--- src/rtl/rcat_pkg.sv ---
package rcat_pkg;
  localparam int SEC_LSB = 0;
  localparam int MIN_LSB = 8;
  localparam int HR_LSB  = 16;
  localparam int DAY_LSB = 21;
  localparam int SEC_W   = 6;
  localparam int MIN_W   = 6;
  localparam int HR_W    = 5;

  localparam logic [7:0] OFS_COUNT = 8'h0C;
  localparam logic [7:0] OFS_CTRL  = 8'h14;
  localparam logic [7:0] OFS_IEN   = 8'h18;
  localparam logic [7:0] OFS_PEND  = 8'h1C;
  localparam int CTRL_EN_BIT = 8;

  // One digit of the mixed-radix count: returns {borrow, next value}.
  function automatic logic [6:0] unit_step(input logic [5:0] v, input logic [5:0] reload);
    if (v == 6'd0) return {1'b1, reload};
    return {1'b0, v - 6'd1};
  endfunction
endpackage

--- src/rtl/rcat_countdown.sv ---
module rcat_countdown #(
  parameter int DAY_W  = 8,
  parameter int DATA_W = 32
) (
  input  logic              clk,
  input  logic              rst_n,
  input  logic              load,
  input  logic [DATA_W-1:0] load_word,
  input  logic              run,
  output logic [DATA_W-1:0] count_word,
  output logic              expire,
  output logic              at_zero
);
  import rcat_pkg::*;

  logic [SEC_W-1:0] sec_q, sec_n;
  logic [MIN_W-1:0] min_q, min_n;
  logic [HR_W-1:0]  hr_q,  hr_n;
  logic [DAY_W-1:0] day_q, day_n;
  logic [6:0] s_step, m_step, h_step;
  logic last_sec, step;
  logic unused_bits;

  assign unused_bits = ^load_word;

  always_comb begin
    s_step = unit_step(sec_q, 6'd59);
    m_step = s_step[6] ? unit_step(min_q, 6'd59) : {1'b0, min_q};
    h_step = m_step[6] ? unit_step({1'b0, hr_q}, 6'd23) : {2'b00, hr_q};
    sec_n  = s_step[5:0];
    min_n  = m_step[5:0];
    hr_n   = h_step[4:0];
    day_n  = h_step[6] ? day_q - 1'b1 : day_q;
  end

  assign at_zero  = (sec_q == '0) && (min_q == '0) && (hr_q == '0) && (day_q == '0);
  assign last_sec = (sec_q == 6'd1) && (min_q == '0) && (hr_q == '0) && (day_q == '0);
  assign step     = run && !load && !at_zero;
  assign expire   = step && last_sec;

  always_ff @(posedge clk or negedge rst_n) begin
    if (!rst_n) begin
      sec_q <= '0;
      min_q <= '0;
      hr_q  <= '0;
      day_q <= '0;
    end else if (load) begin
      sec_q <= load_word[SEC_LSB +: SEC_W];
      min_q <= load_word[MIN_LSB +: MIN_W];
      hr_q  <= load_word[HR_LSB  +: HR_W];
      day_q <= load_word[DAY_LSB +: DAY_W];
    end else if (step) begin
      sec_q <= sec_n;
      min_q <= min_n;
      hr_q  <= hr_n;
      day_q <= day_n;
    end
  end

  always_comb begin
    count_word = '0;
    count_word[SEC_LSB +: SEC_W] = sec_q;
    count_word[MIN_LSB +: MIN_W] = min_q;
    count_word[HR_LSB  +: HR_W]  = hr_q;
    count_word[DAY_LSB +: DAY_W] = day_q;
  end

  AST_ZERO_STAYS: assert property (@(posedge clk) disable iff (!rst_n) (at_zero && !load) |=> at_zero);
  AST_EXPIRE_ZERO: assert property (@(posedge clk) disable iff (!rst_n) expire |=> at_zero);
  AST_FROZEN: assert property (@(posedge clk) disable iff (!rst_n) (!run && !load) |=> $stable(count_word));
  AST_SEC_RELOAD: assert property (@(posedge clk) disable iff (!rst_n) (step && sec_q == '0) |=> (sec_q == 6'd59));
endmodule

--- src/rtl/rcat_regs.sv ---
module rcat_regs #(
  parameter int ADDR_W = 5,
  parameter int DATA_W = 32
) (
  input  logic              clk,
  input  logic              rst_n,
  input  logic              bus_wr,
  input  logic [ADDR_W-1:0] bus_addr,
  input  logic [DATA_W-1:0] bus_wdata,
  input  logic [DATA_W-1:0] count_word,
  input  logic              expire,
  output logic              load,
  output logic [DATA_W-1:0] load_word,
  output logic              cnt_en,
  output logic [DATA_W-1:0] bus_rdata,
  output logic              irq
);
  import rcat_pkg::*;

  logic irq_en, pending;
  logic sel_count, sel_ctrl, sel_ien, sel_pend, clr;

  assign sel_count = (bus_addr == ADDR_W'(OFS_COUNT));
  assign sel_ctrl  = (bus_addr == ADDR_W'(OFS_CTRL));
  assign sel_ien   = (bus_addr == ADDR_W'(OFS_IEN));
  assign sel_pend  = (bus_addr == ADDR_W'(OFS_PEND));

  assign load      = bus_wr && sel_count;
  assign load_word = bus_wdata;
  assign clr       = bus_wr && sel_pend && bus_wdata[0];

  always_ff @(posedge clk or negedge rst_n) begin
    if (!rst_n) begin
      cnt_en  <= 1'b0;
      irq_en  <= 1'b0;
      pending <= 1'b0;
    end else begin
      if (bus_wr && sel_ctrl) cnt_en <= bus_wdata[CTRL_EN_BIT];
      if (bus_wr && sel_ien)  irq_en <= bus_wdata[0];
      if (expire)             pending <= 1'b1;
      else if (clr)           pending <= 1'b0;
    end
  end

  assign irq = pending && irq_en;

  always_comb begin
    bus_rdata = '0;
    if (sel_count)     bus_rdata = count_word;
    else if (sel_ctrl) bus_rdata[CTRL_EN_BIT] = cnt_en;
    else if (sel_ien)  bus_rdata[0] = irq_en;
    else if (sel_pend) bus_rdata[0] = pending;
  end

  AST_PEND_SOURCE: assert property (@(posedge clk) disable iff (!rst_n) $rose(pending) |-> $past(expire));
  AST_EXPIRE_BEATS_CLEAR: assert property (@(posedge clk) disable iff (!rst_n) expire |=> pending);
  AST_PEND_HOLD: assert property (@(posedge clk) disable iff (!rst_n) (!expire && !clr) |=> (pending == $past(pending)));
endmodule

--- src/rtl/rcat_alarm.sv ---
module rcat_alarm #(
  parameter int ADDR_W = 5,
  parameter int DATA_W = 32,
  parameter int DAY_W  = 8
) (
  input  logic              clk,
  input  logic              rst_n,
  input  logic              tick_1hz,
  input  logic              bus_wr,
  input  logic [ADDR_W-1:0] bus_addr,
  input  logic [DATA_W-1:0] bus_wdata,
  output logic [DATA_W-1:0] bus_rdata,
  output logic              alarm_irq
);
  logic              load, cnt_en, expire, at_zero, run;
  logic [DATA_W-1:0] load_word, count_word;

  assign run = tick_1hz && cnt_en;

  rcat_regs #(.ADDR_W(ADDR_W), .DATA_W(DATA_W)) u_regs (
    .clk(clk), .rst_n(rst_n), .bus_wr(bus_wr), .bus_addr(bus_addr),
    .bus_wdata(bus_wdata), .count_word(count_word), .expire(expire),
    .load(load), .load_word(load_word), .cnt_en(cnt_en),
    .bus_rdata(bus_rdata), .irq(alarm_irq)
  );

  rcat_countdown #(.DAY_W(DAY_W), .DATA_W(DATA_W)) u_count (
    .clk(clk), .rst_n(rst_n), .load(load), .load_word(load_word),
    .run(run), .count_word(count_word), .expire(expire), .at_zero(at_zero)
  );

  AST_IRQ_NEEDS_PEND: assert property (@(posedge clk) disable iff (!rst_n) $rose(alarm_irq) |-> !at_zero || $past(expire) || $past(bus_wr));
endmodule

--- config.mk ---
export PLATFORM = sky130hd
export DESIGN_NAME = rcat_alarm
export DESIGN_NICKNAME = d
export VERILOG_FILES = /design/src/rtl/rcat_pkg.sv /design/src/rtl/rcat_countdown.sv /design/src/rtl/rcat_regs.sv /design/src/rtl/rcat_alarm.sv
export SDC_FILE = /design/constraint.sdc
export NUM_CORES = 1
export LEC_CHECK = 0
export BUFFER_PORTS_ARGS = -buffer_cell sky130_fd_sc_hd__buf_2
export CAP_MARGIN = 10
export CORE_MARGIN = 10
export CORE_UTILIZATION = 40
export CTS_CLUSTER_DIAMETER = 80
export CTS_CLUSTER_SIZE = 28
export DETAILED_ROUTE_END_ITERATION = 7
export GPL_TIMING_DRIVEN = 1
export PLACE_DENSITY_LB_ADDON = 0.08
export SKIP_CTS_REPAIR_TIMING = 1
export SKIP_LAST_GASP = 1
export SYNTH_ARGS = -nofsm -noshare
export SYNTH_HDL_FRONTEND = slang
export SYNTH_SLANG_ARGS = --single-unit
--- constraint.sdc ---
create_clock -name clk -period 2.35 [get_ports clk]
set_input_delay 0.235 -clock clk [delete_from_list [all_inputs] [get_ports clk]]
set_output_delay 0.235 -clock clk [all_outputs]
set_load 0.005 [all_outputs]
== After elaboration in Yosys (flattened, before gate mapping) ==
Cells that the tools add are included.
Operators by class
  mux-type cells: 30
  eq/ne operators: 5
  $add $sub $neg: 4
  reduce and logical (&&, ||, !) cells: 30
Operators by type and width (count)
  7-bit 2-to-1 mux: 8
  6-bit 2-to-1 mux: 4
  8-bit 2-to-1 mux: 3
  20-bit 2-to-1 mux: 1
  1-bit logical AND: 16
  5-bit == test (second input constant): 3
  5-bit 2-to-1 mux: 3
  6-bit logical NOT: 2
  6-bit by 1-bit subtractor with 6-bit output (second input constant): 2
  1-bit 2-to-1 mux: 11
  2-bit nonzero test: 5
  8-bit logical NOT: 1
  8-bit by 1-bit subtractor with 8-bit output (second input constant): 1
  6-bit by 1-bit == test with 1-bit output (second input constant): 1
  2-bit AND reduction: 3
  5-bit by 1-bit subtractor with 6-bit output (second input constant): 1
  5-bit by 4-bit == test with 1-bit output (second input constant): 1
  5-bit logical NOT: 1
  1-bit logical NOT: 2
Word-level totals
  input port bits: 41
  register bits: 28
  logic and storage cells: 76
  output and inout bits: 33

== Longest topological paths before layout ==
  word-level depth: 8
  depth in mapped cells: 9
  depth with buffers taken out: 7

== By module ==
From an unflattened synthesis, not the netlist that was laid out.
Unflattened totals
  cells, all modules: 320
  area total of the unflattened synthesis: 2643.8 µm²
By module, submodules not included
  rcat_countdown: cells each 231, area an instance 1948.1 µm², sequential area each 625.6 µm², instances 1
  rcat_regs: cells each 88, area an instance 689.4 µm², sequential area each 75.1 µm², instances 1
  rcat_alarm: cells each 1, area an instance 6.3 µm², sequential area each 0.0 µm², instances 1

== Worst setup path after synthesis ==
Ideal clock, no wire load.
  kind: flip-flop to flip-flop
  start point: register u_count.hr_q[0]
  end point: register u_count.sec_q[1]
  arrival: 2403 ps
  library setup time: 76 ps
  path slack: -130 ps
  buffers on the path: 0
  clock period less this slack: 2480 ps
  required time: 2274 ps
  stages on the path, launching flop included: 8
  cells stage by stage: dfrtp_1 -> inv_1 -> ha_1 -> or4b_1 -> or4_4 -> o31ai_4 -> mux2_1 -> o21ai_1
On the way
  cells in the longest elaborated chain, start to end: 6
RTL lines
  from (decl): line rcat_countdown.sv:18  | logic [HR_W-1:0] hr_q, hr_n;
  from (signal assigned): line rcat_countdown.sv:50  | hr_q <= load_word[HR_LSB +: HR_W];
  from (signal assigned): line rcat_countdown.sv:55  | hr_q <= hr_n;
  5-bit logical NOT: line rcat_countdown.sv:36  | assign at_zero = (sec_q == '0) && (min_q == '0) && (hr_q == '0) && (day_q == '0);
  1-bit logical AND (2 in series): line rcat_countdown.sv:36
  1-bit logical NOT: line rcat_countdown.sv:38  | assign step = run && !load && !at_zero;
  1-bit logical AND: line rcat_countdown.sv:38
  2-bit nonzero test (no line)
  to (signal assigned): line rcat_countdown.sv:48  | sec_q <= load_word[SEC_LSB +: SEC_W];
  to (signal assigned): line rcat_countdown.sv:53  | sec_q <= sec_n;
  to (decl): line rcat_countdown.sv:16  | logic [SEC_W-1:0] sec_q, sec_n;
No other way between the ends.
A chain may end at the register's enable or synchronous reset.

== Final worst setup path ==
Ends and elaborated chain as after synthesis.

==> out/qor.txt <==
CP cell instances -> inv_2, ha_4, or4b_4, or4_4, o31ai_4, mux2_4, o21ai_1
Die Wd -> 92.3 um
Mapped Area -> 2090 um^2
CTS buffer count -> 3
top post-synthesis cells by area -> dfrtp_1 34%, and2_1 7.5%, nand2_1 5.6%
# diodes -> 0
global-route wire length before repair -> 9940 um
Crit path arrival time -> 2450 ps
fin nets -> 380
# IOs -> 74
drt initial violations -> 99
area of the multi-input gates -> 1320 um^2
area occupied by registers -> 701 um^2
final-report hold violation count -> 28
minimum hold slack -> -13.6 ps
kind of cell adding the most delay to the critical path -> simple AND/OR/NAND/NOR gates
skew final -> 5.48 ps
Synth area leader -> dfrtp_1
vias -> 2044
Syn Inst Count -> 256
GPL Wtd Cong -> 0.838
CP max stage delay -> 460 ps
Yosys top cell area share -> 33.5%
CTS Buffer Depth -> 2
number of global-route vias before repair -> 2033
number of fillers in the final layout -> 533
yosys synthesis warning count -> 0
Core Rows -> 26
Hold Crit Class -> in -> async
status -> finished, violations left
GRT Overall Usage -> 13.8%
max-slew violations -> 0
Pwr Total -> 0.00192 W
antenna violations before repair -> 0
full die area -> 8510 um^2
Critical path buffers and inverters -> 1
dominant synthesized flop cell -> dfrtp_1
first drt pass iteration count -> 4
DRC -> 0
f_max -> 0.446 GHz
number of flops mapped to enable cells by yosys -> 0
Unique masters post-synth -> 50
Critical Path End Type -> register
Initial Util -> 41.2%
power per cell area -> 720 nW/um^2
chip height -> 92.3 um
setup TNS -> 0 ps
Setup CP Type -> reg -> reg
port buffer count -> 59
worst skew pair latency -> 270 ps
Layout Cell Area excl Fill -> 2670 um^2
Setup-failing EPs final -> 0
measured slew at the worst slew-check pin -> 664 ps
crit path launch type -> register
largest net degree at the start of global routing -> 29
root buffer cell -> clkbuf_8
CP required -> 2560 ps
sequential-to-total area share from yosys stat -> 33.5%
Sink Count -> 28
CP max FO -> 5
max_cap viols -> 0
Post-Route Utilization -> 52.7%
share of synthesized registers carrying an async set or reset -> 100%
min Tclk post-route -> 2240 ps
failing checks -> hold timing
dpl cell area -> 2610 um^2
slew margin rel. -> 55.7%
wire per inst -> 14.5 um
register bit count reported by yosys -> 28
CTS tree -> built
final WL -> 5830 um
Leakage -> 1.23 nW
CORE AREA -> 5070 um^2
dpl hpwl -> 4580 um
period utilisation layout -> 95.4%
Reg clk slew, reported paths -> 90 ps
CTS H-tree lvls -> 1
slowest cell on the critical path -> or4b_4
post-DR vias/cell -> 5.10
layout cells sized above 1 -> 32.3%
area delta synth->final -> 27.9%
r2r setup slk -> 110 ps
GRT overflow -> 0
unrepaired setup endpoints after global routing -> true
Max rail drop VDD -> 0.359 mV
average size of a mapped cell -> 8.16 um^2
Final ANT Viol Nets -> 0
-- cells in the final DEF, fill, tap and decap left out, types with 3 or more instances in the layout --
master    synthesis  final
conb_1            1      7
clkbuf_8          0      3
nand3_1           5      5
nor2_1           19     19
buf_2             0     59
nor3_1            8      8
nor2b_1           3      3
o21ai_0          20     20
or3_1             5      5
nand2b_1          4      4
and2_1           25     25
dfrtp_1          28     28
buf_4             7     26
mux2_2            3      3
nand2_1          31     31
a21oi_1           8      8
nand4_1           5      5
o31ai_1           5      5
a31oi_1           9      9
ha_1              6      5
inv_1            10      8
xnor2_1           5      5
-- power by group --
part           total [W]  internal [W]  leakage [nW]  switching [W]
sequential      0.000800      0.000628         0.347       0.000171
combinational   0.000864      0.000429         0.860       0.000435
clock           0.000261      0.000115        0.0216       0.000146
-- through the flow --
step	setup slack, ps	cells
global placement	78.5	398
global route	25.3	401
floorplan	41.9	262
finish	108	401
detailed placement	53.8	398
CTS	2.85	401
-- worst paths after layout --
kind / end / cells after the start / start
min reg2reg: u_regs.irq_en$_DFFE_PN0P_ / 1 / u_regs.irq_en$_DFFE_PN0P_
max: u_count.sec_q[1]$_DFFE_PN0P_ / 7 / u_count.hr_q[0]$_DFFE_PN0P_
max in group asynchronous: u_regs.cnt_en$_DFFE_PN0P_ / 1 / rst_n
max reg2reg: u_count.sec_q[1]$_DFFE_PN0P_ / 7 / u_count.hr_q[0]$_DFFE_PN0P_
min: u_count.hr_q[4]$_DFFE_PN0P_ / 1 / rst_n
min in group clk: u_count.sec_q[2]$_DFFE_PN0P_ / 3 / bus_wdata[2]
-- cell type report --
type | instances | share of cell area [%]
clock buffer | 3 | 1.54
sequential | 28 | 26.2
timing repair buffer | 85 | 18.4
inverter | 10 | 1.40
multi-input combinational | 205 | 49.2
tap | 70 | 3.28
-- synthesized netlist by cell type (3+ instances only) --
cell type / n
nand4_1: 5
clkbuf_1: 11
o21ai_0: 20
ha_1: 6
dfrtp_1: 28
nand2_1: 31
nor2_1: 19
mux2_2: 3
nor3_1: 8
and2_1: 25
nand3_1: 5
a21oi_1: 8
or3_1: 5
buf_4: 7
nor2b_1: 3
a31oi_1: 9
xnor2_1: 5
or4b_1: 3
nand2b_1: 4
o31ai_1: 5
inv_1: 10
-- worst reg2reg max path, cell delays in order, from the launching register on --
cell	delay, ps
dfrtp_1	400
inv_2	90
ha_4	140
or4b_4	460
or4_4	440
o31ai_4	210
mux2_4	320
o21ai_1	110
-- flip-flops by register name, summed over array words and instances (netlist names) --
signal          flops
u_regs.pending      1
u_count.sec_q       6
u_count.min_q       6
u_regs.cnt_en       1
u_regs.irq_en       1
u_count.hr_q        5
u_count.day_q       8
-- routing by layer --
layer	routed length, um	track usage, %
met1	2930	18.7
met5	0	0
met4	46	3.47
met2	2530	21.5
met3	322	3.42
-- cells by family (layout without fill, tap and decap cells) --
kind of cell,after synthesis,after routing,synth area share (%)
compound gates,56,56,17.1
xor+xnor,6,6,2.51
fa+ha+maj,6,6,3.59
buf+inv,29,98,6.83
flops,28,28,33.5
mux,6,6,3.11
other cells,1,7,0.179
simple gates,124,124,33.2
Power figures use the tool's default switching activity.
